## config.mk

```make
export PLATFORM = sky130hd
export DESIGN_NAME = lfsr_word_gen
export DESIGN_NICKNAME = d
export VERILOG_FILES = /design/src/rtl/lfsr_gen_pkg.sv /design/src/rtl/lfsr_gen_step.sv /design/src/rtl/lfsr_gen_core.sv /design/src/rtl/lfsr_word_gen.sv
export SDC_FILE = /design/constraint.sdc
export NUM_CORES = 1
export LEC_CHECK = 0
export ABC_AREA = 1
export CAP_MARGIN = 10
export CORE_MARGIN = 1
export CORE_UTILIZATION = 64
export CTS_CLUSTER_DIAMETER = 80
export DETAILED_ROUTE_END_ITERATION = 6
export DONT_BUFFER_PORTS = 1
export PLACE_DENSITY = 0.8
export SKIP_LAST_GASP = 1
export SYNTH_ARGS = -nofsm -noshare
export SYNTH_HDL_FRONTEND = slang
export SYNTH_HIERARCHICAL = 1
export SYNTH_SLANG_ARGS = --single-unit
```

## constraint.sdc

```tcl
create_clock -name clk -period 1.15 [get_ports clk]
set_clock_uncertainty 0.2 [all_clocks]
set_input_delay 0.0575 -clock clk [delete_from_list [all_inputs] [get_ports clk]]
set_output_delay 0.0575 -clock clk [all_outputs]
set_load 0.01 [all_outputs]
```

## src/rtl/lfsr_gen_pkg.sv

```systemverilog
package lfsr_gen_pkg;
  localparam int unsigned LFSR_W = 256;

  // Power-on seed of the register.
  localparam logic [LFSR_W-1:0] LFSR_SEED =
    256'hDEADBEEFCAFEBABEFEEDFACEDECAFBAD1234567887654321ABCDEF010FEDCBA9;

  // Bits of the right-shifted word that flip when the feedback bit is 1.
  localparam logic [LFSR_W-1:0] LFSR_TAPS =
    (256'd1 << 254) | (256'd1 << 252) | (256'd1 << 251) | (256'd1 << 246);
endpackage

```

## src/rtl/lfsr_gen_step.sv

```systemverilog
// One Galois step, computed bit by bit.
module lfsr_gen_step #(
  parameter int unsigned     W    = lfsr_gen_pkg::LFSR_W,
  parameter logic [W-1:0]    TAPS = lfsr_gen_pkg::LFSR_TAPS
) (
  input  logic [W-1:0] cur_i,
  output logic         fb_o,
  output logic [W-1:0] nxt_o
);
  assign fb_o = cur_i[0];

  for (genvar i = 0; i < W; i++) begin : g_bit
    if (i == W-1) begin : g_top
      assign nxt_o[i] = fb_o ^ (fb_o & TAPS[i]);
    end else begin : g_mid
      assign nxt_o[i] = cur_i[i+1] ^ (fb_o & TAPS[i]);
    end
  end
endmodule

```

## src/rtl/lfsr_gen_core.sv

```systemverilog
// State register plus the one-cycle valid flag.
module lfsr_gen_core #(
  parameter int unsigned  W    = lfsr_gen_pkg::LFSR_W,
  parameter logic [W-1:0] SEED = lfsr_gen_pkg::LFSR_SEED,
  parameter logic [W-1:0] TAPS = lfsr_gen_pkg::LFSR_TAPS
) (
  input  logic         clk,
  input  logic         rst,
  input  logic         adv_i,
  output logic [W-1:0] state_o,
  output logic         fb_o,
  output logic         fresh_o
);
  logic [W-1:0] state_q;
  logic [W-1:0] state_nxt;
  logic         fresh_q;

  lfsr_gen_step #(.W(W), .TAPS(TAPS)) step_i (
    .cur_i (state_q),
    .fb_o  (fb_o),
    .nxt_o (state_nxt)
  );

  always_ff @(posedge clk) begin
    if (rst) begin
      state_q <= SEED;
      fresh_q <= 1'b0;
    end else begin
      fresh_q <= adv_i;
      if (adv_i) state_q <= state_nxt;
    end
  end

  assign state_o = state_q;
  assign fresh_o = fresh_q;
endmodule

```

## src/rtl/lfsr_word_gen.sv

```systemverilog
module lfsr_word_gen #(
  parameter int unsigned  W    = lfsr_gen_pkg::LFSR_W,
  parameter logic [W-1:0] SEED = lfsr_gen_pkg::LFSR_SEED,
  parameter logic [W-1:0] TAPS = lfsr_gen_pkg::LFSR_TAPS
) (
  input  logic         clk,
  input  logic         rst,
  input  logic         valid_i,
  output logic [W-1:0] data_o,
  output logic         valid_o
);
  // Named internal events for the checker.
  logic step_fire;
  logic fb_bit;

  assign step_fire = valid_i & ~rst;

  lfsr_gen_core #(.W(W), .SEED(SEED), .TAPS(TAPS)) core_i (
    .clk     (clk),
    .rst     (rst),
    .adv_i   (step_fire),
    .state_o (data_o),
    .fb_o    (fb_bit),
    .fresh_o (valid_o)
  );
endmodule

```

==> results of run 1 <==
-- metal layers --
metal	vias to the layer above	track usage	wire length [um]
met3	49	0.0813	2250
met1	3787	0.264	9000
met2	324	0.400	11800
met5	-	0	0
li1	4089	-	-
met4	0	0.0765	570
-- per-stage QoR --
| step | setup TNS [ns] | hold slack [ns] | cells | power (mW) | util |
|---|---|---|---|---|---|
| after CTS | -3.89 | -0.415 | 1596 | 20.8 | 0.683 |
| final | -1.19 | -0.406 | 1604 | 20.7 | 0.697 |
| after detailed placement | -0.213 | -0.0525 | 1525 | 12.3 | 0.574 |
| after global placement | 0 | -0.0615 | 1525 | 12.2 | 0.574 |
| after floorplan | 0 | -0.0701 | 1586 | 12.5 | - |
| after global routing | -6.40 | -0.375 | 1604 | 21.6 | 0.697 |
-- placed cells by master, fill, tap and decap left out, types with 2 or more instances in the layout --
cell,n
nand3_1,155
buf_6,17
dfxtp_2,18
buf_4,37
clkbuf_1,3
inv_1,106
clkinvlp_4,2
dlygate4sd3_1,8
clkbuf_16,28
nand2_1,524
buf_12,20
clkbuf_8,7
inv_4,2
dfxtp_4,239
clkinv_2,6
bufinv_16,2
nor2_1,203
-- power by group through the flow --
stage / Combinational (mW) / Clock [mW] / Sequential [mW]
after floorplan: 2.07 / 0 / 10.4
after global placement: 1.62 / 0 / 10.6
after detailed placement: 1.68 / 0 / 10.6
after CTS: 1.81 / 8.67 / 10.4
after global routing: 2.15 / 9.11 / 10.4
final: 1.89 / 8.55 / 10.3
-- cell type report --
class                      instances  area [sq um]  area share
inverter                         109           419      0.0345
multi-input combinational        883          3520       0.290
tap                              225           282      0.0232
timing repair buffer              83           975      0.0803
clock inverter                    10           105     0.00865
sequential                       257          6060       0.499
clock buffer                      37           783      0.0645
-- tightest hold or removal path, delay by kind of cell --
kind	cells	cell delay, ns
buffers and inverters	1	0.08
AND/OR/NAND/NOR	3	0.13
-- flip-flops by register name, summed over array words and instances, names as in the netlist --
| register | flops |
|---|---|
| core_i/fresh_o | 1 |
| core_i/state_o | 256 |
-- worst paths after layout --
path                                    startpoint                               end  slack, ns  depth (start not counted)
setup reg to reg    core_i/state_o[0]$_SDFFE_PP1P_  core_i/state_o[254]$_SDFFE_PP1P_      -0.04                          6
setup / recovery    core_i/state_o[0]$_SDFFE_PP1P_                         data_o[0]      -0.08                          1
hold reg to reg   core_i/state_o[155]$_SDFFE_PP1P_  core_i/state_o[155]$_SDFFE_PP1P_       0.29                          2
hold / removal                                 rst  core_i/state_o[255]$_SDFFE_PP1P_      -0.41                          4
-- timing repair --
action,in CTS,in global routing
buffers inserted,15,8
gates resized for setup,440,74
gates cloned,0,1
endpoints found under the setup margin,257,418
endpoints found under the hold margin,257,257
hold buffers,9,2
==> results.toml, run 1 <==
[cts]
clk_pin_slew_ns = 0.06
cts_root_buf = "clkbuf_16"
clk-insertion-delay-late_ns = 0.51
htreeDepth = 1
cts.sinks = 257
cts-buffers-inserted = 26
clk_path_buf_depth = 3
cts_tree = "done"

[global_routing]
antenna_found_initial = 0
grt_pass1_wl_mm = 35.4
grt_max_degree = 89
grt_pass1_vias = 7320
overflow = 0
grtUsageTotal = 0.231

[cells_and_area]
syn2layout_area_growth_pct = 5.43
diodes = 0
design_area_sq_um = 12100
fillerInstances = 1240
fin_nets = 1363
final_layout_size_suffix_gt1_frac = 0.276

[timing]
hold_viol_final = 257
max_freq_ghz = 0.810
worst_slack_ns = -0.0845
worst_slew_pin_slew_ns = 0.399
whs_ns = -0.406
post-route-period-util = 1.07
setup_violations = 27
slew_headroom = 0.734
fin_crit_ns = 1.23
rsz0062_at_grt = "yes"
report.final.slew_viol_count = 0

[synth]
yosys_warnings = 6
syn_area_per_cell_sq_um = 7.26
syn_nets = 1589
netlist_instances = 1586
netlist_area_sq_um = 11500

[setup_path]
worst_path_max_delay_cell = "dfxtp_4"
crit_family = "flip-flops"
start_kind = "flip-flop"
worst-path-buf-inv = 1
cp.required_ns = 0.89
crit_path_end_kind = "output port"
path_cells = "buf_6"
crit_type = "flip-flop to output port"
arrival_ns = 0.98
cpPeakStageDelay_ns = 0.34
critPathMaxFanout = 2

[placement]
pre_cts_slack_ns = -0.0189
portBuffers = 0
placed_area_sq_um = 10000
dp_hpwl_mm = 13.4
gp_congestion = 0.772

[die]
die_w_um = 136
dieArea_sq_um = 18500
initial_core_util = 0.661
fp-row-count = 48
core_region_area_sq_um = 17400
die_y_um = 136
ios = 260

[routing]
drcViolationCount = 0
firstDrtPassIters = 5
wl_mm = 23.7
wire_per_inst_um = 14.8
drt_iter0_markers = 418
vias = 8249
vias_per_cell = 5.14
antenna_left = 0

[power]
peakVddDrop_uv = 1540
p_comb_frac = 0.091
intPower_mw = 15.4
cellPowerDensity_nw_per_um2 = 1710
p_leak_nw = 5.86
power_switching_mw = 5.35
p_sw_frac = 0.258
clkPwrFrac = 0.413
seqPwrFrac = 0.496

[min_path]
hold_class = "primary input to flip-flop"

[run_status]
violations = "negative hold slack, negative setup slack"
status = "complete, but fails checks"

[run]
drv_cap = 0
Note: power is estimated with default switching activity, not from simulation.
==> run 2, diff against run 1 <==
CORE_UTILIZATION = 66   (was 64)
CTS_BUF_LIST = sky130_fd_sc_hd__clkbuf_2   (was unset)
PLACE_DENSITY = 0.82   (was 0.8)
==> run 2 against run 1 <==
The flow finishes with violations (negative setup slack); die area is 3.0% lower; via count is 0.69% higher; design area is 2.2% lower; power is 11% lower; largest cell class unchanged; sequential power hardly changed; critical path type unchanged; largest power group unchanged; clock power is 27% lower; non-clock buffer count is 3 higher.
==> results.toml, run 2 (synthesis results as in run 1) <==
[timing]
hold_viol_final = 0
rsz0062_at_grt = "yes"
whs_ns = 0.144
fin_crit_ns = 1.51
setup_violations = 261
post-route-period-util = 1.31
report.final.slew_viol_count = 0
slew_headroom = 0.782
worst_slack_ns = -0.362
worst_slew_pin_slew_ns = 0.327
max_freq_ghz = 0.661

[min_path]
hold_depth = 4
hold_class = "primary input to flip-flop"
hold_end = "core_i/state_o[242]$_SDFFE_PP1P_"
hold_start = "rst"

[cells_and_area]
largest_reg_flops = 256
final_common_cell = "nand2_1"
multi_input_area_sq_um = 3530
utilization = 0.706
syn2layout_area_growth_pct = 3.13
seq_area_sq_um = 6040
final_cell_count_no_fill = 1664
final_cell_mix = "nand2_1 (520), dfxtp_4 (231), nor2_1 (203), nand3_1 (155), inv_1 (105)"
design_area_sq_um = 11900
fin_nets = 1406
final_layout_size_suffix_gt1_frac = 0.309
fillerInstances = 1234

[global_routing]
grtUsageTotal = 0.249
grt_max_degree = 46
antenna_found_initial = 1
grt_pass1_vias = 7789
overflow = 0
grt_pass1_wl_mm = 36.4

[cts]
htreeDepth = 3
clk_pin_slew_ns = 0.10
clk-insertion-delay-late_ns = 0.77
cts_root_buf = "clkbuf_2"
cts_tree = "done"
cts-buffers-inserted = 66
clk_path_buf_depth = 3
cts.sinks = 257

[setup_path]
cpPeakStageDelay_ns = 0.36
crit_family = "flip-flops"
regToRegSetupSlack_ns = -0.03
critPathMaxFanout = 4
worst_path_max_delay_cell = "dfxtp_4"
path_cells = "buf_6"
cp.required_ns = 0.89
r2r-end = "core_i/state_o[246]$_SDFFE_PP0P_"
start_kind = "flip-flop"
r2r-start = "core_i/state_o[0]$_SDFFE_PP1P_"
worst-path-buf-inv = 1
cp-startpoint = "core_i/state_o[0]$_SDFFE_PP1P_"
arrival_ns = 1.25
reg2regPathDepth = 8
crit_path_end_kind = "output port"
crit_type = "flip-flop to output port"

[power]
peakVddDrop_uv = 1080
cellPowerDensity_nw_per_um2 = 1550
p_leak_nw = 5.88

[placement]
pre_cts_slack_ns = -0.0533
placed_area_sq_um = 10100
gp_congestion = 0.774
portBuffers = 0
post-place-cells = 1533
dp_hpwl_mm = 14.3

[die]
ios = 260
die_y_um = 134
dieArea_sq_um = 18000
die_w_um = 134
initial_core_util = 0.685
fp-row-count = 47
core_region_area_sq_um = 16800

[routing]
drt_iter0_markers = 375
wl_mm = 23.3
vias_per_cell = 4.99
vias = 8306
drcViolationCount = 0
firstDrtPassIters = 5
antenna_left = 0
wire_per_inst_um = 14.0

[run_status]
violations = "negative setup slack"
status = "complete, but fails checks"

[run]
drv_cap = 0
[run 2: changes by cell type in the layout (fill, tap and decap cells not counted), moves of 5 or more]
cell,delta
dfxtp_2,+8
dlygate4sd3_1,-5
dfxtp_4,-8
clkbuf_16,-28
clkinv_1,+11
clkbuf_2,+90
clkbuf_8,-7
[run 2: metrics by stage]
stage / total power, mW / setup TNS (ns)
after CTS: 18.6 / -83.46
after floorplan: 12.5 / 0
after detailed placement: 12.3 / -2.03
after global placement: 12.2 / -0.0324
after global routing: 19.5 / -88.57
final: 18.4 / -60.69
[run 2: final cells by class]
class / count / area share
clock inverters: 18 / 0.0125
multi-input cells: 883 / 0.297
flip-flops and latches: 257 / 0.509
well taps: 220 / 0.0232
clock buffers: 90 / 0.0379
repair buffers: 86 / 0.0852
diodes: 1 / 0.000211
inverters: 109 / 0.0353
[run 2: repair_timing]
item / 4_1_cts / 5_1_grt
cloned: 0 / 0
endpoints found under the hold margin: 257 / 0
hold buffers: 3 / 0
pin swaps: 0 / 4
endpoints found under the setup margin: 257 / 260
setup buffers: 16 / 4
resized for setup: 454 / 59
[run 2: report_power, final]
| group | internal, mW | switching [mW] |
|---|---|---|
| registers | 9.40 | 0.876 |
| clock network | 2.77 | 3.46 |
| logic | 0.823 | 1.09 |
[run 2: per-layer routing]
layer / GRT usage / vias to the layer above / part of all wire
li1: - / 4213 / -
met1: 0.266 / 3744 / 0.38
met2: 0.420 / 304 / 0.50
met3: 0.115 / 45 / 0.10
met4: 0.109 / 0 / 0.026
met5: 0 / - / 0
[run 2: worst max path at each step]
stage,endpoint,slack (ns),depth (start not counted)
after floorplan,core_i/state_o[246]$_SDFFE_PP0P_,0.05,7
after global placement,core_i/state_o[177]$_SDFFE_PP0P_,-0.008,7
after detailed placement,core_i/state_o[198]$_SDFFE_PP0P_,-0.05,7
after CTS,data_o[0],-0.42,1
after global routing,data_o[0],-0.46,1
final,data_o[0],-0.36,1
[run 2: worst reg2reg max path, delay by kind of cell (launching register included)]
| kind | cells | cell delay (ns) |
|---|---|---|
| buf+inv | 3 | 0.26 |
| flops | 1 | 0.36 |
| simple gates | 5 | 0.28 |
==> run 3, diff against run 2 <==
SYNTH_HIERARCHICAL = unset   (was 1)
==> run 3 against run 2 <==
The run ends with negative hold slack, negative setup slack left; sequential share of layout area grew 6.4 points; routed wire length shrank 6.3%; design area shrank 11%; fmax grew 2.9%; non-clock buffer count shrank 58; first-iteration DRC count grew 39%; worst hold slack lost 0.91 ns; global-route usage shrank 1.1 points; utilization shrank 3.7 points; clock power grew 5.3%; critical path depth grew 4; worst setup slack gained 0.042 ns; critical path type is now primary input to flip-flop; largest cell class unchanged.
==> results.toml, run 3 <==
[placement]
dp_hpwl_mm = 11.9
portBuffers = 0
gp_congestion = 0.771

[cts]
cts.sinks = 257
cts_root_buf = "clkbuf_2"
clk_path_buf_depth = 3
clk_pin_slew_ns = 0.11
cts_tree = "done"
htreeDepth = 3
cts-buffers-inserted = 66
clk-insertion-delay-late_ns = 0.76

[global_routing]
grt_pass1_wl_mm = 31.7
grtUsageTotal = 0.237
antenna_found_initial = 1
grt_pass1_vias = 6632
grt_max_degree = 256
overflow = 0

[routing]
drcViolationCount = 0
vias_per_cell = 5.35
wire_per_inst_um = 15.7
firstDrtPassIters = 5
antenna_left = 0
drt_iter0_markers = 521
wl_mm = 21.9
vias = 7442

[synth]
ys_ff_latch = 257
async_flop_share = 0
yosys.area.top_type_share = 0.483
netlist_area_sq_um = 10700
syn_nets = 1376
synth_edf_count = 0
synth.distinct_cells = 14
ys_top_cells_by_area = "dfxtp_1 (48%), buf_4 (18%), nand2_1 (11%)"
yosys_warnings = 0
ys.flop_type = "dfxtp_1"
ys_top_cells_by_count = "nand2_1 (313), dfxtp_1 (257), buf_4 (252), nor2_1 (199), nand3_1 (155)"
synth.largest_area_cell = "dfxtp_1"
syn_area_per_cell_sq_um = 7.77
yosysMostFrequentCell = "nand2_1"
ys_seq_area_frac = 0.483
netlist_instances = 1373

[power]
total_power_mw = 18.3
peakVddDrop_uv = 1190
cellPowerDensity_nw_per_um2 = 1730
p_leak_nw = 4.59

[min_path]
hold_class = "primary input to flip-flop"
hold_depth = 2

[cells_and_area]
final_common_cell = "nand2_1"
final_cell_mix = "nand2_1 (313), dfxtp_4 (241), nor2_1 (199), nand3_1 (154), o21ai_0 (101)"
fin_nets = 1137
utilization = 0.669
final_layout_size_suffix_gt1_frac = 0.329
largest_reg_flops = 256
syn2layout_area_growth_pct = -0.622

[timing]
worst_slew_pin_slew_ns = 0.843
rsz0062_at_grt = "yes"
whs_ns = -0.763
worst_slack_ns = -0.320
slew_headroom = 0.436
fin_crit_ns = 1.47
post-route-period-util = 1.28
report.final.slew_viol_count = 0
hold_viol_final = 251
max_freq_ghz = 0.680
setup_violations = 509

[setup_path]
arrival_ns = 1.94
critPathMaxFanout = 255
start_kind = "primary input"
cp-startpoint = "valid_i"
regToRegSetupSlack_ns = 0.05
cp.required_ns = 1.62
r2r-start = "core_i.state_o[255]$_SDFFE_PP1P_"
crit_path_end_kind = "flip-flop"
r2r-end = "core_i.state_o[254]$_SDFFE_PP1P_"
crit_type = "primary input to flip-flop"
reg2regPathDepth = 6
cp-endpoint = "core_i.state_o[234]$_SDFFE_PP1P_"

[run]
drv_cap = 0

[die]
die_w_um = 129
ios = 260
fp-row-count = 46
dieArea_sq_um = 16700
initial_core_util = 0.674
core_region_area_sq_um = 15800
die_y_um = 129

[run_status]
violations = "negative hold slack, negative setup slack"
status = "complete, but fails checks"
run 3: worst max-delay path, cell delays in order:
cell and delay, ns:
inv_6 0.08, dlygate4sd3_1 1.10, buf_12 0.37, nand2_1 0.12
nand3_1 0.10
run 3: power breakdown:
group	internal (mW)	total, mW	switching, mW
registers	9.48	10.5	0.972
logic	0.526	1.29	0.767
clock network	3.10	6.56	3.45
run 3: kinds of logic (layout without fill, tap and decap cells):
family	Yosys count	count (layout)	synth area share
other cells	0	1	0
buf+inv	342	144	0.214
flops	257	257	0.483
compound gates	107	107	0.0505
simple gates	667	667	0.253
run 3: layout make-up:
class | count | area, sq um
flip-flops and latches | 257 | 6070
fillers | 1215 | 5230
multi-input cells | 774 | 3240
clock buffers | 97 | 485
repair buffers | 28 | 340
well taps | 216 | 270
clock inverters | 12 | 150
inverters | 7 | 36.3
diodes | 1 | 2.50
run 3: through the flow:
step	setup TNS (ns)	area [sq um]	instances	setup WS, ns
3_3_place_gp	0	8930	1273	0.0870
6_report	-110.97	10600	1392	-0.320
2_1_floorplan	0	10700	1373	0.166
3_5_place_dp	0	8930	1273	0.0228
5_1_grt	-118.86	10600	1392	-0.457
4_1_cts	-86.36	10400	1390	-0.417
run 3: worst min path at each step:
stage / end / startpoint
CTS: core_i.state_o[57]$_SDFFE_PP1P_ / valid_i
global placement: core_i.state_o[251]$_SDFFE_PP1P_ / rst
floorplan: core_i.state_o[254]$_SDFFE_PP1P_ / rst
detailed placement: core_i.state_o[251]$_SDFFE_PP1P_ / rst
finish: core_i.state_o[57]$_SDFFE_PP1P_ / valid_i
global route: core_i.state_o[57]$_SDFFE_PP1P_ / valid_i
run 3: per-layer routing:
layer,track usage,part of all wire,vias to the layer above
met4,0.118,0.026,0
met2,0.392,0.49,305
met5,0,0,-
li1,-,-,3667
met1,0.258,0.38,3431
met3,0.107,0.096,39
run 3: timing repair:
action,CTS,global route
gates resized for setup,433,73
hold buffers,3,1
setup buffers,5,1
endpoints found under the setup margin,257,505
hold endpoints to repair,257,257
pin swaps,0,0
